## src/rtl/wdg_pkg.sv

```systemverilog
package wdg_pkg;
   typedef enum logic {
      WD_RUN  = 1'b0,
      WD_WAIT = 1'b1
   } wd_phase_e;

   localparam int unsigned WD_EXT_SHIFT_DEF = 7;
endpackage

```

## src/rtl/wdg_sync.sv

```systemverilog
module wdg_sync #(
   parameter int unsigned WIDTH  = 2,
   parameter int unsigned STAGES = 2
) (
   input  logic             clk,
   input  logic             rst_n,
   input  logic [WIDTH-1:0] raw_i,
   input  logic [WIDTH-1:0] rst_val_i,
   output logic [WIDTH-1:0] lvl_o,
   output logic [WIDTH-1:0] prev_o
);
   if (STAGES < 2) begin : g_bad_stages
      $error("wdg_sync: STAGES must be at least 2");
   end
   if (WIDTH < 1) begin : g_bad_width
      $error("wdg_sync: WIDTH must be at least 1");
   end

   for (genvar b = 0; b < WIDTH; b++) begin : g_bit
      logic [STAGES-1:0] chain;
      logic              last;
      always_ff @(posedge clk or negedge rst_n) begin
         if (!rst_n) begin
            chain <= {STAGES{rst_val_i[b]}};
            last  <= rst_val_i[b];
         end else begin
            chain <= {chain[STAGES-2:0], raw_i[b]};
            last  <= chain[STAGES-1];
         end
      end
      assign lvl_o[b]  = chain[STAGES-1];
      assign prev_o[b] = last;
   end
endmodule

```

## src/rtl/wdg_limit.sv

```systemverilog
module wdg_limit #(
   parameter int unsigned BASE_W    = 16,
   parameter int unsigned EXT_SHIFT = 7,
   localparam int unsigned CNT_W    = BASE_W + EXT_SHIFT
) (
   input  logic [BASE_W-1:0] base_i,
   input  logic              ext_i,
   output logic              enabled_o,
   output logic [CNT_W-1:0]  limit_m1_o
);
   logic [CNT_W-1:0] base_wide;

   assign enabled_o = (base_i != '0);
   assign base_wide = CNT_W'(base_i);

   if (EXT_SHIFT == 0) begin : g_no_ext
      logic unused_ext;
      assign unused_ext = ext_i;
      assign limit_m1_o = base_wide - CNT_W'(1);
   end else begin : g_ext
      logic [CNT_W-1:0] scaled;
      assign scaled     = base_wide << EXT_SHIFT;
      assign limit_m1_o = (ext_i ? scaled : base_wide) - CNT_W'(1);
   end
endmodule

```

## src/rtl/wdg_count.sv

```systemverilog
module wdg_count
   import wdg_pkg::*;
#(
   parameter int unsigned CNT_W = 23
) (
   input  logic             clk,
   input  logic             rst_n,
   input  logic             sys_reset_i,
   input  logic             enabled_i,
   input  logic             clear_i,
   input  logic [CNT_W-1:0] limit_m1_i,
   output logic             fault_o
);
   logic [CNT_W-1:0] cnt;
   wd_phase_e        phase;

   always_ff @(posedge clk or negedge rst_n) begin
      if (!rst_n) begin
         cnt     <= '0;
         phase   <= WD_RUN;
         fault_o <= 1'b0;
      end else begin
         fault_o <= 1'b0;
         if (sys_reset_i) begin
            cnt   <= '0;
            phase <= WD_RUN;
         end else if (phase == WD_WAIT || !enabled_i || clear_i) begin
            cnt <= '0;
         end else if (cnt == limit_m1_i) begin
            cnt     <= '0;
            fault_o <= 1'b1;
            phase   <= WD_WAIT;
         end else begin
            cnt <= cnt + CNT_W'(1);
         end
      end
   end

   p_single_pulse_r8: assert property (@(posedge clk) disable iff (!rst_n)
      fault_o |=> !fault_o);

   p_wait_after_fault_r8: assert property (@(posedge clk) disable iff (!rst_n)
      (fault_o && !sys_reset_i) |=> (cnt == '0));

   p_hold_in_reset_r6: assert property (@(posedge clk) disable iff (!rst_n)
      sys_reset_i |=> (cnt == '0 && !fault_o));

   p_disabled_r7: assert property (@(posedge clk) disable iff (!rst_n)
      !enabled_i |=> !fault_o);

   p_unit_step_r1: assert property (@(posedge clk) disable iff (!rst_n)
      (cnt != '0) |-> ((cnt - $past(cnt)) == CNT_W'(1)));
endmodule

```

## src/rtl/hb_watchdog.sv

```systemverilog
module hb_watchdog #(
   parameter int unsigned BASE_W      = 16,
   parameter int unsigned EXT_SHIFT   = wdg_pkg::WD_EXT_SHIFT_DEF,
   parameter int unsigned SYNC_STAGES = 2
) (
   input  logic              clk,
   input  logic              rst_n,
   input  logic              heartbeat_i,
   input  logic              ext_mode_i,
   input  logic [BASE_W-1:0] base_timeout_i,
   input  logic              sys_reset_i,
   output logic              fault_o
);
   localparam int unsigned CNT_W = BASE_W + EXT_SHIFT;

   if (BASE_W < 1) begin : g_bad_base
      $error("hb_watchdog: BASE_W must be at least 1");
   end

   logic [1:0]       lvl, prev;
   logic             hb_fall, mode_edge, enabled;
   logic [CNT_W-1:0] limit_m1;

   wdg_sync #(.WIDTH(2), .STAGES(SYNC_STAGES)) u_sync (
      .clk       (clk),
      .rst_n     (rst_n),
      .raw_i     ({ext_mode_i, heartbeat_i}),
      .rst_val_i (2'b01),
      .lvl_o     (lvl),
      .prev_o    (prev)
   );

   assign hb_fall   = prev[0] & ~lvl[0];
   assign mode_edge = prev[1] ^ lvl[1];

   wdg_limit #(.BASE_W(BASE_W), .EXT_SHIFT(EXT_SHIFT)) u_limit (
      .base_i     (base_timeout_i),
      .ext_i      (lvl[1]),
      .enabled_o  (enabled),
      .limit_m1_o (limit_m1)
   );

   wdg_count #(.CNT_W(CNT_W)) u_count (
      .clk         (clk),
      .rst_n       (rst_n),
      .sys_reset_i (sys_reset_i),
      .enabled_i   (enabled),
      .clear_i     (hb_fall | mode_edge),
      .limit_m1_i  (limit_m1),
      .fault_o     (fault_o)
   );

   p_fault_needs_base_r7: assert property (@(posedge clk) disable iff (!rst_n)
      fault_o |-> $past(base_timeout_i != '0));
endmodule

```

## config.mk

```make
export PLATFORM = sky130hd
export DESIGN_NAME = hb_watchdog
export DESIGN_NICKNAME = d
export VERILOG_FILES = /design/src/rtl/wdg_pkg.sv /design/src/rtl/wdg_sync.sv /design/src/rtl/wdg_limit.sv /design/src/rtl/wdg_count.sv /design/src/rtl/hb_watchdog.sv
export SDC_FILE = /design/constraint.sdc
export NUM_CORES = 1
export LEC_CHECK = 0
export ABC_AREA = 0
export BUFFER_PORTS_ARGS = -buffer_cell sky130_fd_sc_hd__buf_2
export CAP_MARGIN = 25
export CORE_MARGIN = 2
export CORE_UTILIZATION = 50
export DETAILED_ROUTE_END_ITERATION = 16
export PLACE_DENSITY = 0.68
export SYNTH_ARGS = -nofsm -noshare
export SYNTH_HDL_FRONTEND = slang
export SYNTH_SLANG_ARGS = --single-unit
```

## constraint.sdc

```tcl
create_clock -name clk -period 4.7 [get_ports clk]
set_input_delay 0.47 -clock clk [delete_from_list [all_inputs] [get_ports clk]]
set_output_delay 0.47 -clock clk [all_outputs]
set_load 0.03 [all_outputs]
```

## Word-level counts from Yosys, hierarchy flattened

Cells that the tools add are included.

- Multiplexer cells: 10
- Add/sub/neg operators: 2
- Reduce and logical (&&, ||, !) cells: 6
- Equality and inequality tests: 2
- Bitwise operators: 4

Operators by type and width:

| cell | number |
|---|---|
| $mux 23 | 4 |
| $add 23x1->23 const B | 1 |
| $eq 23x23->1 | 1 |
| $sub 23x1->23 const B | 1 |
| $reduce_bool 16->1 | 1 |
| $mux 1 | 6 |
| $logic_or 1x1->1 | 2 |
| $ne 2x2->1 const B | 1 |
| $reduce_and 2->1 | 1 |
| $reduce_bool 2->1 | 1 |
| $and 1x1->1 | 1 |
| $logic_not 1->1 | 1 |
| $not 1->1 | 1 |
| $or 1x1->1 | 1 |
| $xor 1x1->1 | 1 |

- Bits in registers: 31
- Output and inout bits: 1

## Logic depth before layout (Yosys ltp)

- Depth after elaboration: 6
- Depth in mapped cells: 14
- Gate-level depth less buffers: 10

## Least setup slack after synthesis

Ideal clock, no wire load.

- Path kind: register to register
- From: register u_sync.g_bit[1].chain[1]
- To: register u_count.cnt[10]
- Library setup time: 0.126 ns
- Arrival: 2.966 ns
- Setup slack: 1.608 ns
- Cell stages (with the launch flop): 13
- Period minus slack after synthesis: 3.092 ns
- Path buffers: 3
- Cells stage by stage: dfrtp_1 > buf_4 > inv_1 > clkbuf_1 > nand2_1 > ha_1 > xor2_1 > o31ai_1 > a221o_1 > or4_4 > a2111oi_4 > buf_6 > a21oi_1

- Longest elaborated chain between the ends: 6

Ends and longest elaborated chain:

| item | line | text |
|---|---|---|
| from (decl) | wdg_sync.sv:20 | `logic [STAGES-1:0] chain;` |
| from (signal assigned) | wdg_sync.sv:24 | `chain <= {STAGES{rst_val_i[b]}};` |
| from (signal assigned) | wdg_sync.sv:27 | `chain <= {chain[STAGES-2:0], raw_i[b]};` |
| $mux 23 | wdg_limit.sv:23 | `assign limit_m1_o = (ext_i ? scaled : base_wide) - CNT_W'(1);` |
| $sub 23x1->23 | wdg_limit.sv:23 |  |
| $eq 23x23->1 | wdg_count.sv:29 | `end else if (cnt == limit_m1_i) begin` |
| $mux 23 | wdg_count.sv:29 |  |
| $mux 23 (*) | wdg_count.sv:27 | `end else if (phase == WD_WAIT \|\| !enabled_i \|\| clear_i) begin` |
| $mux 23 (*) | wdg_count.sv:24 | `if (sys_reset_i) begin` |
| to (signal assigned) | wdg_count.sv:34 | `cnt <= cnt + CNT_W'(1);` |
| to (decl) | wdg_count.sv:14 | `logic [CNT_W-1:0] cnt;` |

Every way passes the cells marked *; elsewhere a longest branch is shown, timed or not.
A chain may end at the register's enable or synchronous reset.

## Final worst setup path

- From: register u_sync.g_bit[1].chain[1]
- To: register u_count.cnt[5]

The elaborated chain is that of the path after synthesis.

==> flow_summary.json <==
{
  "async_reset_ff_frac": 1.000,
  "track_usage": 0.2511,
  "status": "finished, final reports clean",
  "reg2regPathDepth": 8,
  "path_common_cell": "buf_4",
  "synth_largest_type_area_fraction": 0.2433,
  "timing.setup.tns_ns": 0,
  "final_common_cell": "nand2_1",
  "worst_path_dominant_cell_family": "compound AO/OA/AOI/OAI gates",
  "p_seq_frac": 0.460,
  "overflow": 0,
  "die_area_mm2": 0.006384,
  "synthesis.area_mm2": 0.002880,
  "die_h_um": 79.90,
  "fin_area_mm2": 0.003079,
  "clock_latency_ns": 0.28,
  "grt_pass1_vias": 2503,
  "crit_chain": "buf_4 > nor3b_1 > o22ai_1 > a221o_1 > or4_4 > a2111oi_4 > buf_4 > a21oi_1",
  "setup_violations": 0,
  "ctsResizeCount": 0,
  "cts_setup_buffers": 0,
  "critPathMaxStageDelay_ns": 0.62,
  "nNetsFinal": 392,
  "path_max_fanout": 51,
  "power_density_mw_per_mm2": 193.7,
  "synth_top_cell_by_area": "dfrtp_1",
  "r2r_end": "u_count.cnt[5]",
  "synth.area.top_cells": "dfrtp_1 (24%), xnor2_1 (7.3%), xor2_1 (6.7%), a21oi_1 (5.9%), nand2_1 (5.7%)",
  "synthesis.nets": 389,
  "wl_per_cell_um": 17.27,
  "fin_crit_sh": 0.7273,
  "drive_gt1_frac": 0.1351,
  "rows": 27,
  "ys_ff_latch": 31,
  "clockPowerShare": 0.333,
  "cts.sinks": 31,
  "max-vdd-ir-drop_mv": 0.1821,
  "grt_pass1_wl_mm": 12.45,
  "p_int_mw": 0.4165,
  "grt_max_degree": 52,
  "p_leak_nw": 1.280,
  "cts_buffer_depth": 2,
  "hold_violations": 0,
  "worst_pin_slew_ns": 0.7396,
  "synthFlopType": "dfrtp_1",
  "numCtsBuffers": 5,
  "top_layer": "met4",
  "maxSlewViolCount": 0,
  "path_buf_inv": 2,
  "power.switching_mw": 0.1799,
  "fp.coreArea_mm2": 0.005540,
  "cp_data_arrival_time_ns": 3.56,
  "fmax_ghz": 0.2925,
  "max-cap-violations": 0,
  "yosysSeqAreaShare": 0.2706,
  "dpl.hpwl_mm": 5.518,
  "h-tree-depth": 2,
  "critPathCaptureType": "register",
  "fin_ws_ns": 1.282,
  "synth_cells": 366,
  "final_antenna_net_count": 0,
  "synth_edf_count": 0,
  "skew_ns": 0.006716,
  "dpl_cell_area_mm2": 0.002980,
  "dr_wl_met3_um": 519,
  "pre_cts_ws_ns": 1.290,
  "switching_share": 0.3016,
  "ctsHoldBuffers": 0,
  "synth_area_per_cell_um2": 7.870,
  "dr_wl_met2_mm": 3.503,
  "antenna_found_initial": 0,
  "path_class": "register to register",
  "drc": 0,
  "cp-start-kind": "register",
  "holdCritPathClass": "primary input to asynchronous set/reset pin",
  "place.port_buffers": 21,
  "vias": 2774,
  "drt_iter0_markers": 240,
  "clockRootBuffer": "clkbuf_8",
  "area_growth_pct": 6.907,
  "p_comb_frac": 0.207,
  "r2r_slack_ns": 1.28,
  "gp_congestion": 0.9812,
  "cts.clk_slew.worst_paths_ns": 0.07,
  "wirelength_mm": 7.635,
  "crit_slowest_cell": "a2111oi_4",
  "cts_tree": "built",
  "yosys_warnings": 0,
  "mostFrequentLayoutCells": "nand2_1 (44), a21oi_1 (34), dfrtp_1 (28)",
  "initial_core_util": 0.5199,
  "synth_cell_types": 58,
  "die_x_um": 79.90,
  "first_pass_iters": 4,
  "slew_headroom": 0.5024,
  "fin_crit_ns": 3.418,
  "cp.required_ns": 4.84,
  "drt-met1-wl_mm": 3.458,
  "antenna_cells": 0,
  "rsz0062_at_grt": "false",
  "avgViaCountPerCell": 6.276,
  "num_io_pins": 22,
  "fin_util": 0.5558,
  "reg2reg_from": "u_sync.g_bit[1].chain[1]"
}
## cell families after synthesis
| family | synth area share |
|---|---|
| AOI/OAI and AO/OA | 0.1985 |
| xor gates and xnor gates | 0.1399 |
| adders and majority gates | 0.008687 |
| buffers and inverters | 0.06342 |
| DFF | 0.2706 |
| muxes | 0.04170 |
| and+or+nand+nor | 0.2772 |
## stage by stage
| stage | power [mW] | hold WS [ns] | std cells |
|---|---|---|---|
| after floorplan | 0.3635 | 0.1744 | 366 |
| after global placement | 0.3975 | 0.3473 | 433 |
| after detailed placement | 0.3991 | 0.3472 | 433 |
| after CTS | 0.5996 | 0.2393 | 441 |
| after global routing | 0.6307 | 0.2643 | 442 |
| final | 0.5964 | 0.2242 | 442 |
## final cells by class
type                            count  area (µm²)
Fill cell                         545        2461
Multi-Input combinational cell    295        1934
Sequential cell                    31       779.5
Timing Repair Buffer               27       157.7
Tap cell                           72       90.09
Clock buffer                        5       68.82
Inverter                            9       33.78
Clock inverter                      3       15.01
## power by group through the flow
stage	Sequential [mW]	Clock (mW)	Combinational, mW
6_report	0.274	0.199	0.123
5_1_grt	0.275	0.221	0.135
4_1_cts	0.274	0.205	0.120
3_5_place_dp	0.279	0	0.120
3_3_place_gp	0.279	0	0.119
2_1_floorplan	0.278	0	0.0850
## how the worst max path moves through the flow
| stage | startpoint | to | slack (ns) | depth (start not counted) |
|---|---|---|---|---|
| 6_report | u_sync.g_bit[1].chain[1] | u_count.cnt[5] | 1.28 | 8 |
| 5_1_grt | u_sync.g_bit[1].chain[1] | u_count.cnt[5] | 0.94 | 8 |
| 4_1_cts | u_sync.g_bit[1].chain[1] | u_count.cnt[5] | 1.28 | 10 |
| 3_5_place_dp | u_sync.g_bit[1].chain[1] | u_count.cnt[5] | 1.29 | 10 |
| 3_3_place_gp | base_timeout_i[6] | u_count.fault_o | 1.30 | 9 |
| 2_1_floorplan | u_sync.g_bit[1].chain[1] | u_count.cnt[10] | 1.61 | 12 |
## per-layer routing
layer	vias to the layer above	global-route usage
met5	-	0
met4	0	0.08983
met3	13	0.03507
met2	118	0.3900
met1	1315	0.3553
li1	1328	-
## flip-flops by register name, indices dropped and copies added, names as in the netlist
name	count
u_count.cnt	23
u_count.fault_o	1
u_count.phase	1
u_sync.g_bit.chain	4
u_sync.g_bit.last	2
## synthesized netlist by cell type (2+ instances only)
master    instances
a211oi_1          2
a21oi_1          34
a221o_1           2
a31oi_1           3
a32oi_1           2
a41o_1            4
and3_1            4
and4_1            2
buf_1             2
buf_2             8
buf_4             2
buf_6             2
clkbuf_1         17
dfrtp_1          28
dfstp_2           3
ha_1              2
inv_1             9
mux2i_1          12
nand2_1          44
nand2b_1          3
nand3_1          19
nand3b_1          3
nand4_1           6
nor2_1           21
nor2b_1           4
nor3_1           19
nor3b_1           3
nor4_1            7
nor4_2            3
nor4b_1           2
nor4bb_1          2
o211ai_1          6
o21ai_0          11
o22ai_1           2
o31ai_1           4
or3_1             2
or4_4             2
xnor2_1          24
xor2_1           22
Power figures use the tool's default switching activity.
